==> config.mk <==
export PLATFORM = sky130hd
export DESIGN_NAME = clamp_timing_gen
export DESIGN_NICKNAME = d
export VERILOG_FILES = /design/src/rtl/clamp_pkg.sv /design/src/rtl/clamp_sync_edge.sv /design/src/rtl/clamp_window_ctl.sv /design/src/rtl/clamp_target_map.sv /design/src/rtl/clamp_timing_gen.sv
export SDC_FILE = /design/constraint.sdc
export NUM_CORES = 1
export LEC_CHECK = 0
export BUFFER_PORTS_ARGS = -buffer_cell sky130_fd_sc_hd__buf_2
export CAP_MARGIN = 20
export CORE_MARGIN = 2
export CORE_UTILIZATION = 35
export CTS_CLUSTER_DIAMETER = 40
export DETAILED_ROUTE_END_ITERATION = 10
export GPL_TIMING_DRIVEN = 0
export PLACE_DENSITY = 0.55
export SLEW_MARGIN = 15
export SYNTH_ARGS = -nofsm -noshare
export SYNTH_HDL_FRONTEND = slang
export SYNTH_SLANG_ARGS = --single-unit
==> constraint.sdc <==
create_clock -name clk_pix -period 3.9 [get_ports clk_pix]
set_input_delay 0.78 -clock clk_pix [delete_from_list [all_inputs] [get_ports clk_pix]]
set_output_delay 0.78 -clock clk_pix [all_outputs]
set_load 0.01 [all_outputs]
==> src/rtl/clamp_pkg.sv <==
package clamp_pkg;

   typedef enum logic [1:0] {
      CW_IDLE  = 2'd0,
      CW_PLACE = 2'd1,
      CW_HOLD  = 2'd2
   } cw_state_t;

endpackage

==> src/rtl/clamp_sync_edge.sv <==
module clamp_sync_edge #(
   parameter int STAGES = 2
) (
   input  logic clk,
   input  logic rst_n,
   input  logic hsync_i,
   input  logic pol_i,
   output logic trail_o
);

   localparam int CHAIN_W = STAGES + 1;

   if (STAGES < 2) begin : g_bad_stages
      $error("clamp_sync_edge: STAGES must be at least 2");
   end

   logic [CHAIN_W-1:0] chain_q;
   logic               trail_d;

   always_ff @(posedge clk or negedge rst_n) begin
      if (!rst_n) chain_q[0] <= 1'b0;
      else        chain_q[0] <= hsync_i;
   end

   for (genvar s = 1; s < CHAIN_W; s++) begin : g_stage
      always_ff @(posedge clk or negedge rst_n) begin
         if (!rst_n) chain_q[s] <= 1'b0;
         else        chain_q[s] <= chain_q[s-1];
      end
   end

   // Trailing edge: the older sample was active and the newer one is not.
   always_comb begin
      if (pol_i) trail_d = chain_q[STAGES] & ~chain_q[STAGES-1];
      else       trail_d = ~chain_q[STAGES] & chain_q[STAGES-1];
   end

   always_ff @(posedge clk or negedge rst_n) begin
      if (!rst_n) trail_o <= 1'b0;
      else        trail_o <= trail_d;
   end

endmodule

==> src/rtl/clamp_window_ctl.sv <==
module clamp_window_ctl
   import clamp_pkg::*;
#(
   parameter int CNT_W = 8
) (
   input  logic             clk,
   input  logic             rst_n,
   input  logic             start_i,
   input  logic [CNT_W-1:0] place_i,
   input  logic [CNT_W-1:0] dur_i,
   output logic             clamp_o
);

   if (CNT_W < 2 || CNT_W > 16) begin : g_bad_cnt
      $error("clamp_window_ctl: CNT_W must lie in 2..16");
   end

   cw_state_t        state_q;
   logic [CNT_W-1:0] cnt_q;
   logic [CNT_W-1:0] dur_q;

   always_ff @(posedge clk or negedge rst_n) begin
      if (!rst_n) begin
         state_q <= CW_IDLE;
         cnt_q   <= '0;
         dur_q   <= '0;
      end else if (start_i) begin
         dur_q <= dur_i;
         if (dur_i == '0) begin
            state_q <= CW_IDLE;
            cnt_q   <= '0;
         end else if (place_i == '0) begin
            state_q <= CW_HOLD;
            cnt_q   <= dur_i - 1'b1;
         end else begin
            state_q <= CW_PLACE;
            cnt_q   <= place_i - 1'b1;
         end
      end else begin
         case (state_q)
            CW_PLACE: begin
               if (cnt_q == '0) begin
                  state_q <= CW_HOLD;
                  cnt_q   <= dur_q - 1'b1;
               end else begin
                  cnt_q <= cnt_q - 1'b1;
               end
            end
            CW_HOLD: begin
               if (cnt_q == '0) state_q <= CW_IDLE;
               else             cnt_q   <= cnt_q - 1'b1;
            end
            default: begin
               state_q <= CW_IDLE;
               cnt_q   <= '0;
            end
         endcase
      end
   end

   assign clamp_o = (state_q == CW_HOLD);

endmodule

==> src/rtl/clamp_target_map.sv <==
module clamp_target_map #(
   parameter int NUM_CH = 3,
   parameter int CODE_W = 8
) (
   input  logic                     clk,
   input  logic                     rst_n,
   input  logic [NUM_CH-1:0]        sel_i,
   output logic [NUM_CH*CODE_W-1:0] code_o
);

   if (NUM_CH < 1 || CODE_W < 2) begin : g_bad_map
      $error("clamp_target_map: NUM_CH >= 1 and CODE_W >= 2 required");
   end

   localparam logic [CODE_W-1:0] MID_CODE = {1'b1, {(CODE_W-1){1'b0}}};

   for (genvar ch = 0; ch < NUM_CH; ch++) begin : g_ch
      always_ff @(posedge clk or negedge rst_n) begin
         if (!rst_n)         code_o[ch*CODE_W +: CODE_W] <= '0;
         else if (sel_i[ch]) code_o[ch*CODE_W +: CODE_W] <= MID_CODE;
         else                code_o[ch*CODE_W +: CODE_W] <= '0;
      end
   end

endmodule

==> src/rtl/clamp_timing_gen.sv <==
module clamp_timing_gen #(
   parameter int CNT_W       = 8,
   parameter int NUM_CH      = 3,
   parameter int CODE_W      = 8,
   parameter int SYNC_STAGES = 2
) (
   input  logic                     clk_pix,
   input  logic                     rst_n,
   input  logic                     hsync_i,
   input  logic                     sync_pol_i,
   input  logic [CNT_W-1:0]         place_i,
   input  logic [CNT_W-1:0]         dur_i,
   input  logic [NUM_CH-1:0]        clamp_sel_i,
   output logic                     clamp_o,
   output logic [NUM_CH*CODE_W-1:0] target_code_o
);

   logic trail_pulse;

   clamp_sync_edge #(.STAGES(SYNC_STAGES)) u_edge (
      .clk     (clk_pix),
      .rst_n   (rst_n),
      .hsync_i (hsync_i),
      .pol_i   (sync_pol_i),
      .trail_o (trail_pulse)
   );

   clamp_window_ctl #(.CNT_W(CNT_W)) u_win (
      .clk     (clk_pix),
      .rst_n   (rst_n),
      .start_i (trail_pulse),
      .place_i (place_i),
      .dur_i   (dur_i),
      .clamp_o (clamp_o)
   );

   clamp_target_map #(.NUM_CH(NUM_CH), .CODE_W(CODE_W)) u_map (
      .clk    (clk_pix),
      .rst_n  (rst_n),
      .sel_i  (clamp_sel_i),
      .code_o (target_code_o)
   );

endmodule

==> results of run 1 <==
-- sequential cells by signal, summed over array words and instances (netlist names) --
name and cells:
u_edge.chain_q 3, u_edge.trail_o 1, u_map.code_o 3, u_win.cnt_q 8
u_win.dur_q 8, u_win.state_q 2
-- Yosys cell counts, types with 3 or more instances --
master,number
nor2_1,13
ha_1,6
nand3b_1,3
o21ai_0,6
nor3b_1,3
or3_1,5
a21oi_1,7
nor3_1,7
inv_1,7
mux2_2,8
dfrtp_1,25
buf_4,21
o211ai_1,5
or4_1,5
xnor2_1,9
xor2_1,4
nand3_1,5
nand2_1,15
-- cells in the final DEF, fill, tap and decap left out, types with 6 or more instances in the layout --
| cell type | Yosys | layout |
|---|---|---|
| inv_1 | 7 | 7 |
| nor2_1 | 13 | 13 |
| mux2_2 | 8 | 8 |
| ha_1 | 6 | 6 |
| buf_4 | 21 | 21 |
| a21oi_1 | 7 | 7 |
| nor3_1 | 7 | 7 |
| conb_1 | 1 | 21 |
| xnor2_1 | 9 | 9 |
| buf_2 | 0 | 26 |
| dfrtp_1 | 25 | 25 |
| nand2_1 | 15 | 15 |
| o21ai_0 | 6 | 6 |
-- worst max path at each step --
| stage | to | slack [ns] |
|---|---|---|
| after floorplan | u_win.cnt_q[4]$_DFFE_PN0P_ | 1.24 |
| after global placement | u_win.cnt_q[4]$_DFFE_PN0P_ | 0.67 |
| after detailed placement | u_win.cnt_q[4]$_DFFE_PN0P_ | 0.74 |
| after CTS | u_win.cnt_q[4]$_DFFE_PN0P_ | 1.02 |
| after global routing | u_win.cnt_q[4]$_DFFE_PN0P_ | 0.84 |
| final | u_win.cnt_q[4]$_DFFE_PN0P_ | 1.03 |
-- report_power, final --
part | total [mW] | internal (mW) | switching [mW] | leakage [nW]
Combinational | 0.592 | 0.267 | 0.325 | 0.677
Sequential | 0.362 | 0.309 | 0.0529 | 0.310
Clock | 0.164 | 0.0727 | 0.0913 | 0.0217
-- routing by layer --
metal  GRT usage, %  wire, um  part of all wire, %  vias up
met1          20.99      2155                   51      702
met3          2.607       166                  4.0        5
met2          23.63      1823                   43       39
met4          5.091        51                  1.2        0
met5              0         0                    0        -
li1               -         -                    -      785
-- kinds of logic (layout without fill, tap and decap cells) --
| kind of cell | after synthesis | after routing | synth area share, % |
|---|---|---|---|
| xor+xnor | 13 | 13 | 6.191 |
| other cells | 1 | 21 | 0.2039 |
| compound gates | 41 | 41 | 15.78 |
| simple gates | 71 | 71 | 21.97 |
| flops | 25 | 25 | 34.01 |
| buf+inv | 34 | 64 | 12.31 |
| fa+ha+maj | 6 | 6 | 4.082 |
| mux | 9 | 9 | 5.442 |
-- area by class of cell --
type | count | area share [%]
Multi-Input combinational cell | 161 | 48.71
Sequential cell | 25 | 28.69
Buffer | 27 | 9.180
Timing Repair Buffer | 26 | 5.967
Tap cell | 70 | 4.016
Clock buffer | 3 | 1.893
Inverter | 7 | 1.205
Clock inverter | 1 | 0.3442
==> flow_summary.yaml, run 1 <==
grt:
  antenna_found_initial: 0
  grt_pass1_vias: 1469
  grt_pass1_wl_um: 7182
  grt_max_degree: 26
  overflow: 0
  track_usage_pct: 15.07
layout:
  final_cell_area_um2: 2181
  final_util_pct: 42.97
  fillers: 536
  drive_gt1_share_pct: 28.40
  nets: 280
  antenna_cells: 0
  syn2layout_area_growth_pct: 18.57
  multi_input_area_um2: 1062
  register_area_um2: 625.6
  final_cells: 320
synthesis:
  synth.avg_cell_area_um2: 9.196
  ys_ff_latch: 25
  async_reset_ff_share_pct: 100.0
  syn-instance-count: 200
  synth_seq_area_share_pct: 34.01
  synth_top_area_share_pct: 34.01
  yosys_warnings: 0
  yosysTopAreaCell: "dfrtp_1"
  syn-cell-area_um2: 1839
  synthFlopType: "dfrtp_1"
  synth_edf_count: 0
  synthDistinctLibCells: 54
  netlist_top_cells_area: "dfrtp_1 34%, buf_4 8.6%, mux2_2 4.9%"
clock_network:
  clkSinkCount: 25
  htree_levels: 1
  root_buffer: "clkbuf_8"
  cts_tree: "done"
  clkLatencyLatePin_ns: 0.28
  path_clk_slew_ns: 0.09
  cts.repair.resized: 0
  cts_hold_buffers: 0
  post_cts_buffers: 0
  cts_buffers: 3
  cts_buffer_depth: 2
routing:
  wire_per_inst_um: 13.11
  final_antenna_net_count: 0
  drt_iter0_markers: 63
  via_per_inst: 4.784
  dr.pass1.iters: 4
  remaining_drc_errors: 0
  num_vias: 1531
  wl_um: 4195
sta:
  relSlewSlack_pct: 52.01
  fin_hold_ws_ns: 0.3630
  finalCritPeriodShare_pct: 73.55
  hold_viol_final: 0
  timing.final.crit_period_ns: 2.869
  worstMarginPinSlew_ns: 0.7150
  worst_slack_ns: 1.031
  fin_skew_ns: 0.003009
  totalNegativeSetupSlack_ns: 0
  fmaxAchievable_mhz: 348.6
  finalMaxSlewViolations: 0
  setup_viol: 0
  rsz0062_at_grt: "false"
outcome:
  status: "finished, final reports clean"
power_and_ir_drop:
  power_mw: 1.118
  powerDensity_nw_per_um2: 512.4
  ir_worst_vdd_mv: 0.1671
  leakage_nw: 1.008
setup_path:
  rr_startpoint: "u_win.cnt_q[0]$_DFFE_PN0P_"
  rr_worst_depth: 7
  worst_r2r_endpoint: "u_win.cnt_q[2]$_DFFE_PN0P_"
  worst_setup_path_end_kind: "flop"
  path_depth: 10
  crit_arrival_ns: 3.00
  path_class: "input port to flop"
  critPathBufInv: 2
  cp_slowest_cell: "or3b_2"
  startpoint_type: "input port"
  cp-startpoint: "place_i[2]"
  crit_required_ns: 4.04
  cp_max_fo: 10
  path_cells: "buf_2 -> nor3_1 -> and3_1 -> buf_6 -> a21oi_1 -> ha_1 -> or3b_2 -> a21o_1 -> a221oi_1 -> o211ai_1"
  max_stage_delay_ns: 0.50
  ff2ff_setup_slack_ns: 1.65
  critical_path.top_delay_family: "compound AO/OA/AOI/OAI gates"
placed_design:
  post-place-ws_ns: 0.7358
  routabilityCongestion: 0.8519
  place.port_buffers: 26
  hpwl_um: 3314
  placedCellCount: 316
  placed_area_um2: 2132
die:
  design.core.area_um2: 5075
  die-area_um2: 5851
  start_util_pct: 36.24
  rows: 26
  die_height_um: 76.49
  die_x_um: 76.49
  ios: 48
worst_hold_path:
  hold_start: "u_edge.chain_q[0]$_DFF_PN0_"
  timing.hold.worst.class: "flop to flop"
  min_path_cells: 0
  min_to: "u_edge.chain_q[1]$_DFF_PN0_"
job:
  maxCapViolCount: 0
(Power assumes the default switching activity.)
==> run 2, diff against run 1 <==
PLACE_DENSITY = 0.57   (was 0.55)
clock period = 2.4 ns   (was 3.9 ns; I/O delays follow)
==> run 2 against run 1 <==
Compared with the run above: final area grew 1.4%; combinational power up 64%; non-clock buffer count unchanged; sequential power up 62%; global-route usage shrank 0.88 points; sequential cell count unchanged; critical path depth did not move; setup slack worse by 0.95 ns; final cell count is the same; total power up 63%; core utilization grew 0.62 points; critical path type unchanged; largest power group unchanged; highest routed layer unchanged.
==> flow_summary.yaml, run 2 (synthesized netlist as in run 1, its figures left out) <==
setup_path:
  worst_r2r_endpoint: "u_win.cnt_q[1]$_DFFE_PN0P_"
  crit_arrival_ns: 2.45
  ff2ff_setup_slack_ns: 0.14
  rr_worst_depth: 7
  worst_setup_path_end_kind: "flop"
  rr_startpoint: "u_win.cnt_q[0]$_DFFE_PN0P_"
  startpoint_type: "input port"
  path_class: "input port to flop"
  cp-endpoint: "u_win.cnt_q[4]$_DFFE_PN0P_"
  crit_required_ns: 2.53
  cp_max_fo: 10
  cp-startpoint: "place_i[2]"
routing:
  wire_per_inst_um: 13.08
  remaining_drc_errors: 0
  final_antenna_net_count: 0
  via_per_inst: 4.897
  drt_iter0_markers: 120
  dr.pass1.iters: 4
  num_vias: 1567
  wl_um: 4187
outcome:
  status: "finished, final reports clean"
grt:
  antenna_found_initial: 0
  overflow: 0
  grt_pass1_vias: 1408
  grt_max_degree: 26
  track_usage_pct: 14.19
  grt_pass1_wl_um: 6768
layout:
  final_cells: 320
  drive_gt1_share_pct: 30.80
  final_cell_mix: "26 x buf_2, 25 x dfrtp_1, 21 x buf_4, 21 x conb_1, 15 x nand2_1"
  nets: 280
  final_common_cell: "buf_2"
  syn2layout_area_growth_pct: 20.27
  antenna_cells: 0
  final_cell_area_um2: 2212
  largest_registers: "u_win.cnt_q x8, u_win.dur_q x8"
die:
  design.core.area_um2: 5075
  start_util_pct: 36.24
  ios: 48
  rows: 26
  die-area_um2: 5851
  die_x_um: 76.49
  die_height_um: 76.49
job:
  maxCapViolCount: 0
sta:
  relSlewSlack_pct: 54.36
  setup_viol: 0
  timing.final.crit_period_ns: 2.320
  fin_skew_ns: 0.004848
  finalCritPeriodShare_pct: 96.65
  finalMaxSlewViolations: 0
  hold_viol_final: 0
  rsz0062_at_grt: "true"
  fmaxAchievable_mhz: 431.1
  worstMarginPinSlew_ns: 0.6801
placed_design:
  hpwl_um: 3247
  placedCellCount: 316
  place.port_buffers: 26
  routabilityCongestion: 0.8405
  placed_area_um2: 2132
power_and_ir_drop:
  ir_worst_vdd_mv: 0.4483
  powerDensity_nw_per_um2: 825.2
  leakage_nw: 1.018
worst_hold_path:
  timing.hold.worst.class: "input port to asynchronous set/reset pin"
clock_network:
  clkSinkCount: 25
  path_clk_slew_ns: 0.09
  post_cts_buffers: 0
  cts_tree: "done"
  root_buffer: "clkbuf_8"
  cts_hold_buffers: 0
  htree_levels: 1
  cts_buffers: 3
  cts_buffer_depth: 2
  clkLatencyLatePin_ns: 0.27
[run 2: changes by cell type in the layout (fill, tap and decap cells not counted), sizes merged]
cell,delta
clkinvlp,-1
inv,+1
[run 2: per-stage QoR]
step	hold WS [ns]	TNS [ns]	util [%]	worst slack (ns)	total power [mW]
6_report	0.1885	0	43.59	0.08045	1.825
2_1_floorplan	0.1844	0	-	0.03557	1.327
3_3_place_gp	0.3345	-0.5619	42.01	-0.4759	1.551
5_1_grt	0.2232	-0.01150	43.59	-0.01150	1.966
4_1_cts	0.1974	0	43.34	0.02901	1.820
3_5_place_dp	0.3387	-0.5002	42.01	-0.4602	1.543
[run 2: critical path, cell delays in order]
cell and delay [ns]:
buf_2 0.13, nor3_2 0.08, and3_1 0.19, buf_6 0.14, a21oi_2 0.17, ha_2 0.24
or3b_4 0.41, a21o_1 0.20, a221oi_2 0.27, o211ai_1 0.12
[run 2: final cells by class]
type,count,area (um^2)
Fill cell,518,2863
Multi-Input combinational cell,161,1092
Sequential cell,25,625.6
Buffer,27,200.2
Timing Repair Buffer,26,130.1
Tap cell,70,87.58
Clock buffer,3,41.29
Inverter,7,26.28
Clock inverter,1,8.758
[run 2: how the worst min path moves through the flow]
stage	from	to	slack, ns	cells after the start
after floorplan	rst_n	u_edge.chain_q[0]$_DFF_PN0_	0.18	0
final	rst_n	u_win.cnt_q[7]$_DFFE_PN0P_	0.19	1
after CTS	rst_n	u_win.cnt_q[7]$_DFFE_PN0P_	0.20	1
after global placement	u_edge.chain_q[0]$_DFF_PN0_	u_edge.chain_q[1]$_DFF_PN0_	0.33	0
after detailed placement	u_edge.chain_q[0]$_DFF_PN0_	u_edge.chain_q[1]$_DFF_PN0_	0.34	0
after global routing	rst_n	u_win.cnt_q[7]$_DFFE_PN0P_	0.22	1
[run 2: timing repair]
action	CTS	global route
endpoints found under the setup margin	1	2
resized for setup	4	3
hold endpoints to repair	0	0
pin swaps	0	1
[run 2: per-layer routing]
layer | vias up | wire length, um | GRT usage (%)
met5 | - | 0 | 0
met2 | 52 | 1840 | 22.57
met1 | 718 | 2048 | 19.82
li1 | 786 | - | -
met4 | 0 | 105 | 5.455
met3 | 11 | 193 | 1.540
[run 2: where the power goes]
| part | internal, mW | switching, mW | leakage [nW] | total [mW] |
|---|---|---|---|---|
| Clock | 0.122 | 0.144 | 0.0261 | 0.266 |
| Sequential | 0.502 | 0.0853 | 0.310 | 0.587 |
| Combinational | 0.440 | 0.533 | 0.682 | 0.973 |
